### src/rtl/kbx_pkg.sv
package kbx_pkg;
  typedef enum logic {
    SEL_CLK = 1'b0,
    SEL_RX  = 1'b1
  } kbx_sel_e;

  localparam int unsigned CTL_CLK_IDX = 0;
  localparam int unsigned CTL_RX_IDX  = 1;
endpackage

### src/rtl/kbx_sync.sv
module kbx_sync #(
  parameter int unsigned WIDTH  = 2,
  parameter int unsigned STAGES = 2,
  parameter logic [WIDTH-1:0] RST_VAL = '1
) (
  input  logic             clk,
  input  logic             rst_n,
  input  logic [WIDTH-1:0] d_i,
  output logic [WIDTH-1:0] q_o
);
  logic [STAGES-1:0][WIDTH-1:0] chain_q;

  genvar s;
  generate
    for (s = 0; s < STAGES; s++) begin : g_stage
      logic [WIDTH-1:0] stage_d;
      if (s == 0) begin : g_first
        assign stage_d = d_i;
      end else begin : g_next
        assign stage_d = chain_q[s-1];
      end
      always_ff @(posedge clk or negedge rst_n) begin
        if (!rst_n) chain_q[s] <= RST_VAL;
        else        chain_q[s] <= stage_d;
      end
    end
  endgenerate

  assign q_o = chain_q[STAGES-1];
endmodule

### src/rtl/kbx_ctl.sv
module kbx_ctl
  import kbx_pkg::*;
#(
  parameter logic CLK_CTL_RST = 1'b1,
  parameter logic RX_CTL_RST  = 1'b0
) (
  input  logic       clk,
  input  logic       rst_n,
  input  logic       wr_i,
  input  logic       sel_i,
  input  logic       wdata_i,
  output logic [1:0] ctl_o
);
  kbx_sel_e   sel;
  logic       clk_en, rx_en;
  logic [1:0] ctl_q, ctl_d;

  assign sel    = kbx_sel_e'(sel_i);
  assign clk_en = wr_i && (sel == SEL_CLK);
  assign rx_en  = wr_i && (sel == SEL_RX);

  always_comb begin
    ctl_d = ctl_q;
    if (clk_en) ctl_d[CTL_CLK_IDX] = wdata_i;
    if (rx_en)  ctl_d[CTL_RX_IDX]  = wdata_i;
  end

  always_ff @(posedge clk or negedge rst_n) begin
    if (!rst_n) begin
      ctl_q[CTL_CLK_IDX] <= CLK_CTL_RST;
      ctl_q[CTL_RX_IDX]  <= RX_CTL_RST;
    end else if (clk_en || rx_en) begin
      ctl_q <= ctl_d;
    end
  end

  assign ctl_o = ctl_q;

  // a write lands in the addressed bit only
  a_r7_write_lands: assert property (@(posedge clk) disable iff (!rst_n)
    (wr_i && sel_i == 1'b0) |=> (ctl_q[CTL_CLK_IDX] == $past(wdata_i))
                              && $stable(ctl_q[CTL_RX_IDX]));
endmodule

### src/rtl/kbx_frame.sv
module kbx_frame #(
  parameter int unsigned DATA_BITS  = 8,
  parameter int unsigned START_BITS = 2
) (
  input  logic                 clk,
  input  logic                 rst_n,
  input  logic                 arm_i,
  input  logic                 clk_s_i,
  input  logic                 dat_s_i,
  output logic [DATA_BITS-1:0] sr_o,
  output logic                 full_o,
  output logic                 dat_pd_o
);
  localparam int unsigned FRAME_BITS = DATA_BITS + START_BITS;
  localparam int unsigned CNT_W      = $clog2(FRAME_BITS + 1);
  localparam logic [CNT_W-1:0] CNT_LAST  = CNT_W'(FRAME_BITS - 1);
  localparam logic [CNT_W-1:0] CNT_FIRST = CNT_W'(START_BITS);

  logic                 clk_prev_q;
  logic                 fall;
  logic [DATA_BITS-1:0] sr_q, sr_d;
  logic [CNT_W-1:0]     cnt_q, cnt_d;
  logic                 full_q, full_d;

  assign fall = clk_prev_q & ~clk_s_i;

  always_comb begin
    sr_d   = sr_q;
    cnt_d  = cnt_q;
    full_d = full_q;
    if (!arm_i) begin
      sr_d   = '0;
      cnt_d  = '0;
      full_d = 1'b0;
    end else if (fall && !full_q) begin
      if (cnt_q == '0) begin
        if (!dat_s_i) cnt_d = CNT_W'(1);
      end else if (cnt_q < CNT_FIRST) begin
        cnt_d = cnt_q + CNT_W'(1);
      end else begin
        sr_d = {dat_s_i, sr_q[DATA_BITS-1:1]};
        if (cnt_q == CNT_LAST) begin
          cnt_d  = '0;
          full_d = 1'b1;
        end else begin
          cnt_d = cnt_q + CNT_W'(1);
        end
      end
    end
  end

  always_ff @(posedge clk or negedge rst_n) begin
    if (!rst_n) begin
      clk_prev_q <= 1'b1;
      sr_q       <= '0;
      cnt_q      <= '0;
      full_q     <= 1'b0;
    end else begin
      clk_prev_q <= clk_s_i;
      sr_q       <= sr_d;
      cnt_q      <= cnt_d;
      full_q     <= full_d;
    end
  end

  assign sr_o     = sr_q;
  assign full_o   = full_q;
  assign dat_pd_o = full_q;

  a_r3_done_after_last: assert property (@(posedge clk) disable iff (!rst_n)
    $rose(full_q) |-> ($past(cnt_q) == CNT_LAST));

  a_r6_hold_when_full: assert property (@(posedge clk) disable iff (!rst_n)
    (full_q && arm_i) |=> (full_q && $stable(sr_q)));

  a_r2_shift_right: assert property (@(posedge clk) disable iff (!rst_n)
    (arm_i && !full_q && fall && cnt_q >= CNT_FIRST)
      |=> (sr_q[DATA_BITS-2:0] == $past(sr_q[DATA_BITS-1:1])));

  a_r5_idle_zero: assert property (@(posedge clk) disable iff (!rst_n)
    $past(!arm_i) |-> (sr_q == '0 && !full_q));
endmodule

### src/rtl/kbx_rdport.sv
module kbx_rdport #(
  parameter int unsigned ADDR_W     = 16,
  parameter int unsigned ALIAS_BITS = 3,
  parameter int unsigned DATA_BITS  = 8,
  parameter logic [ADDR_W-1:0] BASE = 16'hF118
) (
  input  logic [ADDR_W-1:0]    addr_i,
  input  logic [DATA_BITS-1:0] sr_i,
  output logic                 hit_o,
  output logic [DATA_BITS-1:0] data_o
);
  localparam logic [ADDR_W-1:0] LOW_MASK = ADDR_W'((64'd1 << ALIAS_BITS) - 64'd1);
  localparam logic [ADDR_W-1:0] HI_MASK  = ~LOW_MASK;

  assign hit_o  = (addr_i & HI_MASK) == (BASE & HI_MASK);
  assign data_o = hit_o ? sr_i : '0;
endmodule

### src/rtl/kbx_host_rx.sv
module kbx_host_rx
  import kbx_pkg::*;
#(
  parameter int unsigned DATA_BITS   = 8,
  parameter int unsigned START_BITS  = 2,
  parameter int unsigned SYNC_STAGES = 2,
  parameter int unsigned ADDR_W      = 16,
  parameter int unsigned ALIAS_BITS  = 3,
  parameter logic [ADDR_W-1:0] RD_BASE = 16'hF118,
  parameter logic CLK_CTL_RST = 1'b1,
  parameter logic RX_CTL_RST  = 1'b0
) (
  input  logic                 clk,
  input  logic                 rst_n,
  input  logic                 kb_clk_in,
  input  logic                 kb_dat_in,
  output logic                 kb_clk_pd,
  output logic                 kb_dat_pd,
  input  logic                 ctl_wr,
  input  logic                 ctl_sel,
  input  logic                 ctl_wdata,
  output logic [1:0]           ctl_q,
  input  logic [ADDR_W-1:0]    rd_addr,
  output logic                 rd_hit,
  output logic [DATA_BITS-1:0] rd_data,
  output logic                 avail_n
);
  logic [1:0]           line_s;
  logic [1:0]           ctl;
  logic [DATA_BITS-1:0] sr;
  logic                 full;
  logic                 dat_pd;

  kbx_sync #(.WIDTH(2), .STAGES(SYNC_STAGES), .RST_VAL(2'b11)) u_sync (
    .clk  (clk),
    .rst_n(rst_n),
    .d_i  ({kb_dat_in, kb_clk_in}),
    .q_o  (line_s)
  );

  kbx_ctl #(.CLK_CTL_RST(CLK_CTL_RST), .RX_CTL_RST(RX_CTL_RST)) u_ctl (
    .clk    (clk),
    .rst_n  (rst_n),
    .wr_i   (ctl_wr),
    .sel_i  (ctl_sel),
    .wdata_i(ctl_wdata),
    .ctl_o  (ctl)
  );

  kbx_frame #(.DATA_BITS(DATA_BITS), .START_BITS(START_BITS)) u_frame (
    .clk     (clk),
    .rst_n   (rst_n),
    .arm_i   (ctl[CTL_RX_IDX]),
    .clk_s_i (line_s[0]),
    .dat_s_i (line_s[1]),
    .sr_o    (sr),
    .full_o  (full),
    .dat_pd_o(dat_pd)
  );

  kbx_rdport #(
    .ADDR_W(ADDR_W), .ALIAS_BITS(ALIAS_BITS),
    .DATA_BITS(DATA_BITS), .BASE(RD_BASE)
  ) u_rd (
    .addr_i(rd_addr),
    .sr_i  (sr),
    .hit_o (rd_hit),
    .data_o(rd_data)
  );

  assign kb_clk_pd = ~ctl[CTL_CLK_IDX];
  assign kb_dat_pd = dat_pd;
  assign avail_n   = ~full;
  assign ctl_q     = ctl;

  a_r7_clk_line: assert property (@(posedge clk) disable iff (!rst_n)
    (ctl_wr && ctl_sel == 1'b0) |=> (kb_clk_pd == !$past(ctl_wdata)));

  a_r4_clear_frees: assert property (@(posedge clk) disable iff (!rst_n)
    (ctl_wr && ctl_sel == 1'b1 && !ctl_wdata) |=> ##1 (avail_n && !kb_dat_pd));
endmodule

### config.mk
export PLATFORM = sky130hd
export DESIGN_NAME = kbx_host_rx
export DESIGN_NICKNAME = d
export VERILOG_FILES = /design/src/rtl/kbx_pkg.sv /design/src/rtl/kbx_sync.sv /design/src/rtl/kbx_ctl.sv /design/src/rtl/kbx_frame.sv /design/src/rtl/kbx_rdport.sv /design/src/rtl/kbx_host_rx.sv
export SDC_FILE = /design/constraint.sdc
export NUM_CORES = 1
export LEC_CHECK = 0
export BUFFER_PORTS_ARGS = -buffer_cell sky130_fd_sc_hd__buf_2
export CAP_MARGIN = 15
export CORE_UTILIZATION = 23
export DETAILED_ROUTE_END_ITERATION = 8
export SLEW_MARGIN = 10
export SYNTH_ARGS = -nofsm -noshare
export SYNTH_HDL_FRONTEND = slang
export SYNTH_SLANG_ARGS = --single-unit
### constraint.sdc
create_clock -name clk -period 3.8 [get_ports clk]
set_input_delay 0.38 -clock clk [delete_from_list [all_inputs] [get_ports clk]]
set_output_delay 0.38 -clock clk [all_outputs]
set_load 0.01 [all_outputs]
==> run_results.csv <==
group,metric,value,unit
clock_network,ctsRootBufferMaster,"clkbuf_8",
sta,fmax,0.508,GHz
synthesis,synth_area_per_cell,10.8,um2
clock_network,cts_resized,0,
synthesis,synth.cell_area,983,um2
sta,period_needed,1970,ps
detailed_routing,totalWireLength,1.90,mm
detailed_routing,routed_wire_length_per_instance,10.9,um
floorplan,core,4060,um2
synthesis,yosysSeqAreaShare,0.517,
grt,grt_max_degree,21,
synthesis,synthesis.instances,91,
worst_setup_path,worstPathCellList,"buf_2 > nor4b_1 > nand4_1 > nor2_1 > and2_1 > buf_2",
sta,tightestPinTransition,439,ps
worst_setup_path,worst_setup_path_start_kind,"primary input",
worst_setup_path,worstReg2RegEnd,"u_frame.sr_o[0]$_DFFE_PN0P_",
floorplan,area_of_the_die,4540,um2
worst_setup_path,critical_path_buf_inv_count,2,
synthesis,postSynthRegisterBits,20,
clock_network,post-cts-setup-buffers,0,
final_layout,syn_to_final_growth,25.4,%
final_layout,finalCoreUtilization,0.304,
grt,number_of_global_route_vias_before_repair,768,
grt,gr-total-overflow,0,
detailed_routing,met2_wirelength,1.02,mm
place,place.port_buffers,33,
sta,rsz0062_at_grt,"false",
worst_setup_path,most_used_cell_along_the_critical_path,"buf_2",
worst_setup_path,timing.critical_path.slowest_stage_cell,"nor4b_1",
clock_network,clockBufferDepth,2,
detailed_routing,wl_met3,59,um
worst_setup_path,crit_fanout,9,
worst_setup_path,worst_path_dominant_cell_family,"simple AND/OR/NAND/NOR gates",
place,placed_area,1190,um2
grt,global_route_wire_length_before_repair,3.17,mm
job,max_cap_violations,0,
sta,share_of_the_clock_period_used_by_the_worst_path_after_layout,0.518,
power,total_power_per_unit_cell_area,333,nW/um2
worst_setup_path,kind_of_end_point_of_the_critical_path,"output port",
synthesis,ys_types,29,
floorplan,site_row_count,23,
floorplan,boundaryPins,37,
synthesis,mappedNetlistNets,117,
worst_setup_path,worst-setup-path-type,"primary input to output port",
sta,relSlewSlack,0.708,
place,dp_cells,171,
final_layout,nNetsFinal,152,
worst_setup_path,critical_path_depth,6,
power,cellLeakagePower,0.557,nW
clock_network,tritoncts.num_buffers,3,
sta,finalSetupTns,0,ps
worst_setup_path,worstPathArrival,1590,ps
synthesis,synth-warning-count,0,
final_layout,antenna-diode-count,0,
detailed_routing,drcViolationCount,0,
detailed_routing,via_count_normalized_by_instance_count,4.33,
place,gpl.final_weighted_congestion,0.666,
sta,final-max-slew-violation-count,0,
detailed_routing,detail-route-antenna-nets,0,
clock_network,clk-insertion-delay-late,250,ps
final_layout,fill_cells,420,
floorplan,fp.dieW,67.4,um
place,place_ws,1800,ps
final_layout,layout.cells.non_filler,175,
grt,grt_util_overall,0.0931,
floorplan,die_h,67.4,um
clock_network,clock_tree_from_tritoncts,"done",
worst_setup_path,critical_path.max_stage_delay,330,ps
sta,setup_viol,0,
worst_setup_path,worst_r2r_startpoint,"u_frame.cnt_q[0]$_DFFE_PN0P_",
clock_network,clock_sinks,20,
sta,timing.final.hold_violations,0,
floorplan,initial_core_util,0.242,
detailed_routing,detail_route.iter0.violations,4,
worst_setup_path,worst_ep_required_time,3420,ps
detailed_routing,dr_top_layer,"met4",
final_layout,proportion_of_layout_cells_with_a_drive_suffix_above_1,0.376,
power,ir_worst_vdd,217,uV
clock_network,clk_transition_reported_paths,70,ps
clock_network,cts_hold_repair.buffers,0,
power,totalPowerFinal,0.411,mW
sta,hold_slack,64.1,ps
sta,worst_setup_skew_after_layout,0.863,ps
detailed_routing,route.vias.total,757,
final_layout,final_area,1230,um2
clock_network,cts.htree.levels,1,
worst_setup_path,ff2ff_setup_slack,2070,ps
worst_setup_path,rr_worst_depth,6,
outcome,run_status,"complete, no violations",
grt,grt_antenna_before_repair,0,
detailed_routing,wire_length_on_met1,806,um
detailed_routing,drtPass1Iterations,3,
min_path,worstHoldPathType,"primary input to asynchronous set/reset pin",
place,post-dp-hpwl,1.51,mm
sta,worst_slack,1830,ps
[how the worst max path moves through the flow]
stage           startpoint    endpoint  slack, ps
3_3_place_gp   rd_addr[10]  rd_data[7]       1920
2_1_floorplan  rd_addr[10]  rd_data[0]       2100
3_5_place_dp   rd_addr[10]  rd_data[7]       1800
4_1_cts        rd_addr[10]  rd_data[7]       1810
5_1_grt        rd_addr[10]  rd_data[0]       1730
6_report       rd_addr[10]  rd_data[7]       1830
[layout by cell type, fill, tap and decap left out, drive strengths merged, types with 2 or more instances in the layout]
cell and n:
buf 33, nor2 14, dfrtp 14, mux2i 9
and2 8, inv 6, dfstp 6, a21oi 6
nand2 4, clkbuf 4, ha 3, nor4b 2
nand3 2
[routing by layer]
| metal | global-route usage | up-vias |
|---|---|---|
| met5 | 0 | - |
| met4 | 0.0479 | 0 |
| met3 | 0.0152 | 2 |
| met2 | 0.179 | 17 |
| met1 | 0.0953 | 362 |
| li1 | - | 376 |
[synthesized netlist by cell type]
| cell | number | area (um2) |
|---|---|---|
| dfrtp_1 | 14 | 350 |
| nor2_1 | 14 | 52.6 |
| mux2i_1 | 9 | 90.1 |
| and2_1 | 8 | 50.1 |
| dfstp_2 | 6 | 158 |
| inv_1 | 6 | 22.5 |
| a21oi_1 | 5 | 25.0 |
| nand2_1 | 4 | 15.0 |
| ha_1 | 3 | 37.5 |
| nand3_1 | 2 | 10.0 |
| nor4b_1 | 2 | 17.5 |
| a211oi_1 | 1 | 7.51 |
| a21oi_4 | 1 | 16.3 |
| a31o_2 | 1 | 8.76 |
| a31oi_2 | 1 | 12.5 |
| buf_4 | 1 | 7.51 |
| buf_6 | 1 | 11.3 |
| clkbuf_1 | 1 | 3.75 |
| mux2_2 | 1 | 11.3 |
| nand2b_2 | 1 | 8.76 |
| nand3b_1 | 1 | 7.51 |
| nand4_1 | 1 | 6.26 |
| nand4b_1 | 1 | 8.76 |
| nor3b_1 | 1 | 7.51 |
| o2111ai_1 | 1 | 8.76 |
| o21a_1 | 1 | 7.51 |
| o21ai_0 | 1 | 5.00 |
| o31ai_1 | 1 | 7.51 |
| or3b_1 | 1 | 8.76 |
[state kept, by name (all words and copies together), names as in the netlist]
name and cells:
u_frame.dat_pd_o 1, u_frame.cnt_q 4, u_frame.clk_prev_q 1, u_frame.sr_o 8, u_sync.g_stage.stage_d 2, u_sync.q_o 2
u_ctl.ctl_o 2
[power by group]
part | total (mW) | internal, mW | switching (mW)
sequential | 0.229 | 0.223 | 0.00580
combinational | 0.0448 | 0.0188 | 0.0260
clock | 0.137 | 0.0744 | 0.0630
[area by class of cell]
class                           instances  area, um2  share of cell area
Tap cell                               50       62.6              0.0507
Timing Repair Buffer                   33        165               0.134
Clock buffer                            4       45.0              0.0365
Multi-Input combinational cell         62        430               0.349
Sequential cell                        20        508               0.412
Inverter                                6       22.5              0.0183
[cells by family (layout without fill, tap and decap cells)]
| family | after synthesis | count (layout) | share of synthesized area |
|---|---|---|---|
| AO/OA/AOI/OAI | 13 | 13 | 0.101 |
| multiplexers | 10 | 10 | 0.103 |
| adder cells (fa/ha/maj) | 3 | 3 | 0.0382 |
| flip-flops | 20 | 20 | 0.517 |
| buffers and inverters | 9 | 43 | 0.0458 |
| AND/OR/NAND/NOR | 36 | 36 | 0.196 |
No activity file was read; power rests on OpenSTA's default activity.
